**src/rtl/sbist_pkg.sv**
```systemverilog
package sbist_pkg;
  typedef enum logic [2:0] {
    ST_IDLE = 3'd0,
    ST_INIT = 3'd1,
    ST_RD   = 3'd2,
    ST_WR   = 3'd3,
    ST_CHK  = 3'd4
  } sb_state_e;
endpackage

```
**src/rtl/sbist_seq.sv**
```systemverilog
module sbist_seq
  import sbist_pkg::*;
#(
  parameter int DATA_W = 8,
  parameter int ADDR_W = 4
) (
  input  logic              clk,
  input  logic              rst_n,
  input  logic              start_i,
  output sb_state_e         st_o,
  output logic              accept_o,
  output logic [ADDR_W-1:0] addr_o,
  output logic              busy_o,
  output logic              done_o
);
  localparam int STEP_W = $clog2(DATA_W + 1);
  localparam logic [STEP_W-1:0] STEP_LAST = STEP_W'(DATA_W);
  localparam logic [ADDR_W-1:0] ADDR_LAST = {ADDR_W{1'b1}};

  sb_state_e         st_q, st_d;
  logic [ADDR_W-1:0] addr_q, addr_d;
  logic [STEP_W-1:0] step_q, step_d;
  logic              done_q, done_d;
  logic              upd;

  assign accept_o = (st_q == ST_IDLE) && start_i;
  assign upd      = (st_q != ST_IDLE) || start_i;

  always_comb begin
    st_d   = st_q;
    addr_d = addr_q;
    step_d = step_q;
    done_d = done_q;
    unique case (st_q)
      ST_IDLE: begin
        if (start_i) begin
          st_d   = ST_INIT;
          addr_d = '0;
          step_d = '0;
          done_d = 1'b0;
        end
      end
      ST_INIT: st_d = ST_RD;
      ST_RD:   st_d = (step_q == STEP_LAST) ? ST_CHK : ST_WR;
      ST_WR: begin
        step_d = step_q + STEP_W'(1);
        st_d   = ST_RD;
      end
      ST_CHK: begin
        step_d = '0;
        if (addr_q == ADDR_LAST) begin
          st_d   = ST_IDLE;
          done_d = 1'b1;
        end else begin
          addr_d = addr_q + ADDR_W'(1);
          st_d   = ST_INIT;
        end
      end
      default: st_d = ST_IDLE;
    endcase
  end

  always_ff @(posedge clk or negedge rst_n) begin
    if (!rst_n) begin
      st_q   <= ST_IDLE;
      addr_q <= '0;
      step_q <= '0;
      done_q <= 1'b0;
    end else if (upd) begin
      st_q   <= st_d;
      addr_q <= addr_d;
      step_q <= step_d;
      done_q <= done_d;
    end
  end

  assign st_o   = st_q;
  assign addr_o = addr_q;
  assign busy_o = (st_q != ST_IDLE);
  assign done_o = done_q;

  a_r1_step_bound: assert property (@(posedge clk) disable iff (!rst_n)
    step_q <= STEP_LAST);
  a_r4_addr_ascend: assert property (@(posedge clk) disable iff (!rst_n)
    (st_q == ST_CHK && addr_q != ADDR_LAST) |=> (addr_q == $past(addr_q) + ADDR_W'(1)));
endmodule

```
**src/rtl/sbist_dp.sv**
```systemverilog
module sbist_dp
  import sbist_pkg::*;
#(
  parameter int DATA_W = 8
) (
  input  logic              clk,
  input  logic              rst_n,
  input  sb_state_e         st_i,
  input  logic              accept_i,
  input  logic              ser_in_i,
  input  logic [DATA_W-1:0] rdata_i,
  output logic [DATA_W-1:0] wdata_o,
  output logic              ser_out_o,
  output logic              fail_o
);
  logic pol_q, pol_d;
  logic fail_q, fail_d;
  logic cmp_en, exp_bit;
  logic [DATA_W-1:0] shift_word;

  generate
    if (DATA_W == 1) begin : g_narrow
      assign shift_word = pol_q;
    end else begin : g_wide
      assign shift_word = {pol_q, rdata_i[DATA_W-1:1]};
    end
  endgenerate

  assign wdata_o   = (st_i == ST_INIT) ? {DATA_W{~pol_q}} : shift_word;
  assign ser_out_o = rdata_i[0];
  assign cmp_en    = (st_i == ST_WR) || (st_i == ST_CHK);
  assign exp_bit   = (st_i == ST_CHK) ? pol_q : ~pol_q;

  always_comb begin
    pol_d  = accept_i ? ser_in_i : pol_q;
    fail_d = fail_q;
    if (accept_i)
      fail_d = 1'b0;
    else if (cmp_en && (ser_out_o != exp_bit))
      fail_d = 1'b1;
  end

  always_ff @(posedge clk or negedge rst_n) begin
    if (!rst_n) begin
      pol_q  <= 1'b0;
      fail_q <= 1'b0;
    end else begin
      if (accept_i) pol_q <= pol_d;
      if (accept_i || cmp_en) fail_q <= fail_d;
    end
  end

  assign fail_o = fail_q;

  a_r6_fail_sticky: assert property (@(posedge clk) disable iff (!rst_n)
    (fail_q && !accept_i) |=> fail_q);
  a_r7_pol_held: assert property (@(posedge clk) disable iff (!rst_n)
    (st_i != ST_IDLE) |=> $stable(pol_q));
endmodule

```
**src/rtl/serial_mem_bist.sv**
```systemverilog
module serial_mem_bist
  import sbist_pkg::*;
#(
  parameter int DATA_W = 8,
  parameter int ADDR_W = 4
) (
  input  logic              clk,
  input  logic              rst_n,
  input  logic              start,
  input  logic              ser_in,
  output logic              ser_out,
  output logic [ADDR_W-1:0] mem_addr,
  output logic              mem_we,
  output logic              mem_re,
  output logic [DATA_W-1:0] mem_wdata,
  input  logic [DATA_W-1:0] mem_rdata,
  output logic              busy,
  output logic              done,
  output logic              fail
);
  sb_state_e st;
  logic      accept;

  sbist_seq #(.DATA_W(DATA_W), .ADDR_W(ADDR_W)) u_seq (
    .clk      (clk),
    .rst_n    (rst_n),
    .start_i  (start),
    .st_o     (st),
    .accept_o (accept),
    .addr_o   (mem_addr),
    .busy_o   (busy),
    .done_o   (done)
  );

  sbist_dp #(.DATA_W(DATA_W)) u_dp (
    .clk       (clk),
    .rst_n     (rst_n),
    .st_i      (st),
    .accept_i  (accept),
    .ser_in_i  (ser_in),
    .rdata_i   (mem_rdata),
    .wdata_o   (mem_wdata),
    .ser_out_o (ser_out),
    .fail_o    (fail)
  );

  assign mem_we = (st == ST_INIT) || (st == ST_WR);
  assign mem_re = (st == ST_RD);

  a_r2_no_rw_overlap: assert property (@(posedge clk) disable iff (!rst_n)
    !(mem_we && mem_re));
  a_r5_done_quiet: assert property (@(posedge clk) disable iff (!rst_n)
    done |-> (!busy && !mem_we && !mem_re));
  a_r3_read_then_use: assert property (@(posedge clk) disable iff (!rst_n)
    mem_re |=> (mem_we || busy));
endmodule

```
**config.mk**
```make
export PLATFORM = sky130hd
export DESIGN_NAME = serial_mem_bist
export DESIGN_NICKNAME = d
export VERILOG_FILES = /design/src/rtl/sbist_pkg.sv /design/src/rtl/sbist_seq.sv /design/src/rtl/sbist_dp.sv /design/src/rtl/serial_mem_bist.sv
export SDC_FILE = /design/constraint.sdc
export NUM_CORES = 1
export LEC_CHECK = 0
export BUFFER_PORTS_ARGS = -buffer_cell sky130_fd_sc_hd__buf_2
export CORE_MARGIN = 2
export CORE_UTILIZATION = 38
export DETAILED_ROUTE_END_ITERATION = 6
export PLACE_DENSITY = 0.66
export SYNTH_ARGS = -nofsm -noshare
export SYNTH_HDL_FRONTEND = slang
export SYNTH_HIERARCHICAL = 1
export SYNTH_SLANG_ARGS = --single-unit
```
**constraint.sdc**
```tcl
create_clock -name clk -period 4.9 [get_ports clk]
set_input_delay 0.98 -clock clk [delete_from_list [all_inputs] [get_ports clk]]
set_output_delay 0.98 -clock clk [all_outputs]
set_load 0.01 [all_outputs]
```
==> flow_summary.ini, run 1 <==
[status]
status = completed

[yosys]
yosys_warnings = 6
seq_area_frac_synth_pct = 39.5
synth_async_sr_flop_share_pct = 100
synth_area_um2 = 886
synth_seq_cells = 14
synthCells = 89
synth_top_flop_cell = dfrtp_1
synth_nets = 104
synth_area_per_cell_um2 = 9.95
netlist-cell-type-count = 35
synth_edf_count = 0

[pwr]
leakage_nw = 0.562
vdd_drop_max_uv = 231
finalPower_mw = 0.573
p_per_area_mw_per_mm2 = 543

[finish]
fin_cells = 144
final_util_pct = 47.7
fin_area_mm2 = 0.00105
drive_gt1_share_pct = 31.0
n_antenna_cell = 0
nets = 133
area_growth_pct = 19.1
fill_cells = 228

[sta]
final-max-slew-violation-count = 0
grt_setup_unrepaired = false
tightest_slew_ps = 585
fmax_mhz = 333
final-hold-violation-count = 0
setup_slack_ps = 1900
clock_skew_ps = 1.28
slew_headroom_pct = 61.0
hold-worst-slack_ps = 503
setup_viol = 0
setup_tns_ps = 0
layout_min_cycle_time_ps = 3000
post-route-period-util_pct = 61.2

[clocking]
cts_setup_buffers = 0
htreeDepth = 1
post_cts_resized = 0
cts_sinks = 14
cts_buffers = 3
cts_root_buf = clkbuf_4
path_clk_slew_ps = 80
cts_tree = built
clk_latency_ps = 260
cts_hold_buf = 0
clock_path_buffers = 2

[worst_setup_path]
crit_buf_inv = 1
startpoint_type = register
cp_data_arrival_time_ps = 2020
cpPeakStageDelay_ps = 720
worst-path-max-fanout = 19
cpLargestDelayFamily = simple AND/OR/NAND/NOR gates
worstPathCellList = or3b_1 -> nor2_4 -> a21o_1 -> buf_2
critPathKind = register to output pin
crit_required_ps = 3920
critical-path-slowest-cell = dfrtp_1
end_kind = output pin

[drt]
drtIter0Drc = 6
ant_nets = 0
dr.pass1.iters = 4
viasPerCell = 5.51
drt-total-wl_mm = 1.89
wl_per_cell_um = 13.1
drc = 0
num_vias = 794

[die]
start_util_pct = 40.0
ios = 30
rows = 17
die_w_um = 52.3
core_area_mm2 = 0.00221
die_area_mm2 = 0.00273
die_y_um = 52.3

[global_routing]
overflow = 0
grt_pass1_vias = 767
grt_start_max_net_pins = 20
grt_pass1_wl_mm = 3.19
globalRouteTotalUtil_pct = 15.3
antenna_found_initial = 0

[placement]
dpl_cell_area_mm2 = 0.00103
io_buffers = 29
dp.cells = 141
place_congestion = 0.740
hpwlAfterDp_mm = 1.42
preCtsSetupSlack_ps = 2180

[flow_run]
drv_cap = 0

[hold_path]
hp-class = register to register
==> layer usage <==
| metal | global-route usage [%] | part of all wire (%) | up-vias |
|---|---|---|---|
| met5 | 0 | 0 | - |
| met4 | 3.85 | 0.69 | 0 |
| li1 | - | - | 378 |
| met3 | 1.71 | 7.4 | 2 |
| met1 | 18.0 | 41 | 383 |
| met2 | 29.0 | 51 | 31 |
==> worst register-to-register path, stage by stage (launching register included) <==
cell	delay (ps)
dfrtp_1	600
or4b_4	680
inv_1	110
mux2_1	310
==> layout by cell type (no fill, tap or decap), drive strengths merged, types with 2 or more instances in the layout <==
master and instances:
nor2b 2, xnor2 2, clkbuf 3, mux2i 7, inv 6, buf 29
nor2 5, or3b 2, nand3 6, or3 2, a21o 7, ha 3
dfrtp 14, nand3b 4, a21oi 4, nand2 4
==> state kept, by name, indices dropped and copies added (netlist names) <==
name,count
u_dp/fail_o,1
u_seq/addr_o,4
u_seq/step_q,4
u_dp/pol_q,1
u_seq/done_o,1
u_seq/st_o,3
==> final timing paths <==
| check | slack, ps | cells past startpoint | endpoint | from |
|---|---|---|---|---|
| max | 1900 | 4 | mem_wdata[2] | u_seq/st_o[0]$_DFFE_PN0P_ |
| min | 500 | 1 | u_seq/step_q[2]$_DFFE_PN0P_ | u_seq/step_q[2]$_DFFE_PN0P_ |
| max reg2reg | 3090 | 3 | u_dp/pol_q$_DFFE_PN0P_ | u_seq/st_o[0]$_DFFE_PN0P_ |
| min reg2reg | 500 | 1 | u_seq/step_q[2]$_DFFE_PN0P_ | u_seq/step_q[2]$_DFFE_PN0P_ |
| max in group asynchronous | 4070 | 1 | u_seq/st_o[2]$_DFFE_PN0P_ | rst_n |
| min in group asynchronous | 590 | 1 | u_seq/step_q[2]$_DFFE_PN0P_ | rst_n |
==> final cells by class <==
type	instances	area [um2]	share of cell area, %
clock buffers	3	22.5	2.14
multi-input cells	64	479	45.4
repair buffers	29	145	13.8
well taps	28	35.0	3.32
flip-flops and latches	14	350	33.2
inverters	6	22.5	2.14
==> synth_stat cells (2+ instances only) <==
cell type	n	area [um2]
xnor2_1	2	17.5
or3_1	2	12.5
or3b_1	2	17.5
nand2_1	4	15.0
nand3b_1	4	30.0
ha_1	3	37.5
nor2b_1	2	12.5
nor2_1	3	11.3
buf_2	3	15.0
dfrtp_1	14	350
a21o_1	7	52.6
a21oi_1	4	20.0
nand3_1	6	30.0
mux2i_1	7	70.1
inv_1	6	22.5
==> power by group <==
group          internal [mW]  total (mW)  leakage [nW]  switching [mW]
sequential             0.159       0.234         0.171          0.0756
clock                 0.0283      0.0631        0.0138          0.0348
combinational          0.136       0.275         0.377           0.139
==> kinds of logic after synthesis <==
logic type | synth area share (%)
AOI/OAI and AO/OA | 14.4
and+or+nand+nor | 24.3
adders and majority gates | 4.24
buffers and inverters | 6.36
xor gates and xnor gates | 1.98
muxes | 9.18
DFF | 39.5
Power figures use the tool's default switching activity.
==> run 2, diff against run 1 <==
--- a/config.mk
+++ b/config.mk
@@ -9,7 +9,7 @@
 export CORE_MARGIN = 2
 export CORE_UTILIZATION = 38
 export DETAILED_ROUTE_END_ITERATION = 6
-export PLACE_DENSITY = 0.66
+export PLACE_DENSITY = 0.69
 export SYNTH_ARGS = -nofsm -noshare
 export SYNTH_HDL_FRONTEND = slang
 export SYNTH_HIERARCHICAL = 1
==> constraint.sdc (replaced) <==
create_clock -name clk -period 2.45 [get_ports clk]
set_input_delay 0.49 -clock clk [delete_from_list [all_inputs] [get_ports clk]]
set_output_delay 0.49 -clock clk [all_outputs]
set_load 0.01 [all_outputs]
==> flow_summary.ini, run 2 (synthesis results as in run 1) <==
[worst_setup_path]
end_kind = output pin
worst-path-max-fanout = 9
cp_data_arrival_time_ps = 1640
crit_required_ps = 1960
startpoint_type = register
reg2reg_setup_slack_ps = 730
critPathKind = register to output pin

[clocking]
cts_setup_buffers = 0
cts_root_buf = clkbuf_4
clock_path_buffers = 2
path_clk_slew_ps = 80
post_cts_resized = 0
cts_buffers = 3
cts_sinks = 14
cts_tree = built
clk_latency_ps = 280
cts_hold_buf = 0
htreeDepth = 1

[sta]
grt_setup_unrepaired = false
setup_slack_ps = 316
final-hold-violation-count = 0
clock_skew_ps = 0.810
layout_min_cycle_time_ps = 2130
post-route-period-util_pct = 87.1
fmax_mhz = 469
setup_tns_ps = 0
tightest_slew_ps = 348
slew_headroom_pct = 76.8
final-max-slew-violation-count = 0
setup_viol = 0
hold-worst-slack_ps = 90.5

[global_routing]
grt_util_met2_pct = 26.7
met3_usage_pct = 3.43
met1_usage_pct = 16.5
grt_start_max_net_pins = 19
grt_most_used_layer = met2
antenna_found_initial = 0
grt_pass1_vias = 727
grt_pass1_wl_mm = 3.02
overflow = 0
globalRouteTotalUtil_pct = 15.2

[drt]
dr.pass1.iters = 4
drt-total-wl_mm = 1.90
drtIter0Drc = 10
ant_nets = 0
num_vias = 779
viasPerCell = 5.30
wl_per_cell_um = 12.9
drc = 0

[die]
rows = 17
die_y_um = 52.3
die_w_um = 52.3
start_util_pct = 40.0
core_area_mm2 = 0.00221
ios = 30
die_area_mm2 = 0.00273

[finish]
final_util_pct = 48.7
area_growth_pct = 21.6
fin_area_mm2 = 0.00108
final_common_cell = buf_2
fin_cells = 147
n_antenna_cell = 0
drive_gt1_share_pct = 32.8
mostFrequentLayoutCells = buf_2, dfrtp_1, a21o_1, mux2i_1
fill_cells = 225
nets = 136

[placement]
place_congestion = 0.726
preCtsSetupSlack_ps = 602
dp.cells = 144
dpl_cell_area_mm2 = 0.00105
io_buffers = 29
hpwlAfterDp_mm = 1.37

[hold_path]
hp-class = primary input to asynchronous set/reset pin

[pwr]
finalPower_mw = 1.17
leakage_nw = 0.576
vdd_drop_max_uv = 474
p_per_area_mw_per_mm2 = 1090

[status]
status = completed

[flow_run]
drv_cap = 0
[run 2: changes by cell type in the layout (fill, tap and decap cells not counted), sizes merged]
cell / previous run / this run
buf: 29 / 32
[run 2: cell type report]
class / instances / area [um2] / area share, %
Sequential cell: 14 / 350 / 32.5
Multi-Input combinational cell: 64 / 479 / 44.5
Inverter: 6 / 22.5 / 2.09
Timing Repair Buffer: 32 / 168 / 15.6
Clock buffer: 3 / 22.5 / 2.09
Tap cell: 28 / 35.0 / 3.25
[run 2: power breakdown]
| part | total, mW | switching, mW | internal, mW | leakage (nW) |
|---|---|---|---|---|
| clock | 0.128 | 0.0713 | 0.0570 | 0.0138 |
| sequential | 0.398 | 0.0794 | 0.319 | 0.171 |
| combinational | 0.645 | 0.350 | 0.294 | 0.392 |
[run 2: critical path, stage by stage, from the launching register on]
cell and delay [ps]:
dfrtp_1 370, or3b_1 540, nor2_4 220, a21o_1 110, buf_2 120
[run 2: final timing paths]
path                                             startpoint  cells after the start                     endpoint
worst max-delay path              u_seq/st_o[2]$_DFFE_PN0P_                      4                 mem_wdata[4]
worst min-delay path                                  rst_n                      1  u_seq/step_q[1]$_DFFE_PN0P_
worst max register to register    u_seq/st_o[0]$_DFFE_PN0P_                      4       u_dp/pol_q$_DFFE_PN0P_
worst min register to register  u_seq/step_q[2]$_DFFE_PN0P_                      1  u_seq/step_q[2]$_DFFE_PN0P_
max in group asynchronous                             rst_n                      1  u_seq/step_q[0]$_DFFE_PN0P_
min in group clk                                     ser_in                      2       u_dp/pol_q$_DFFE_PN0P_
[run 2: metal layers]
metal | vias up | wire, um
met1 | 357 | 845
li1 | 382 | -
met5 | - | 0
met4 | 0 | 31
met3 | 4 | 166
met2 | 36 | 855
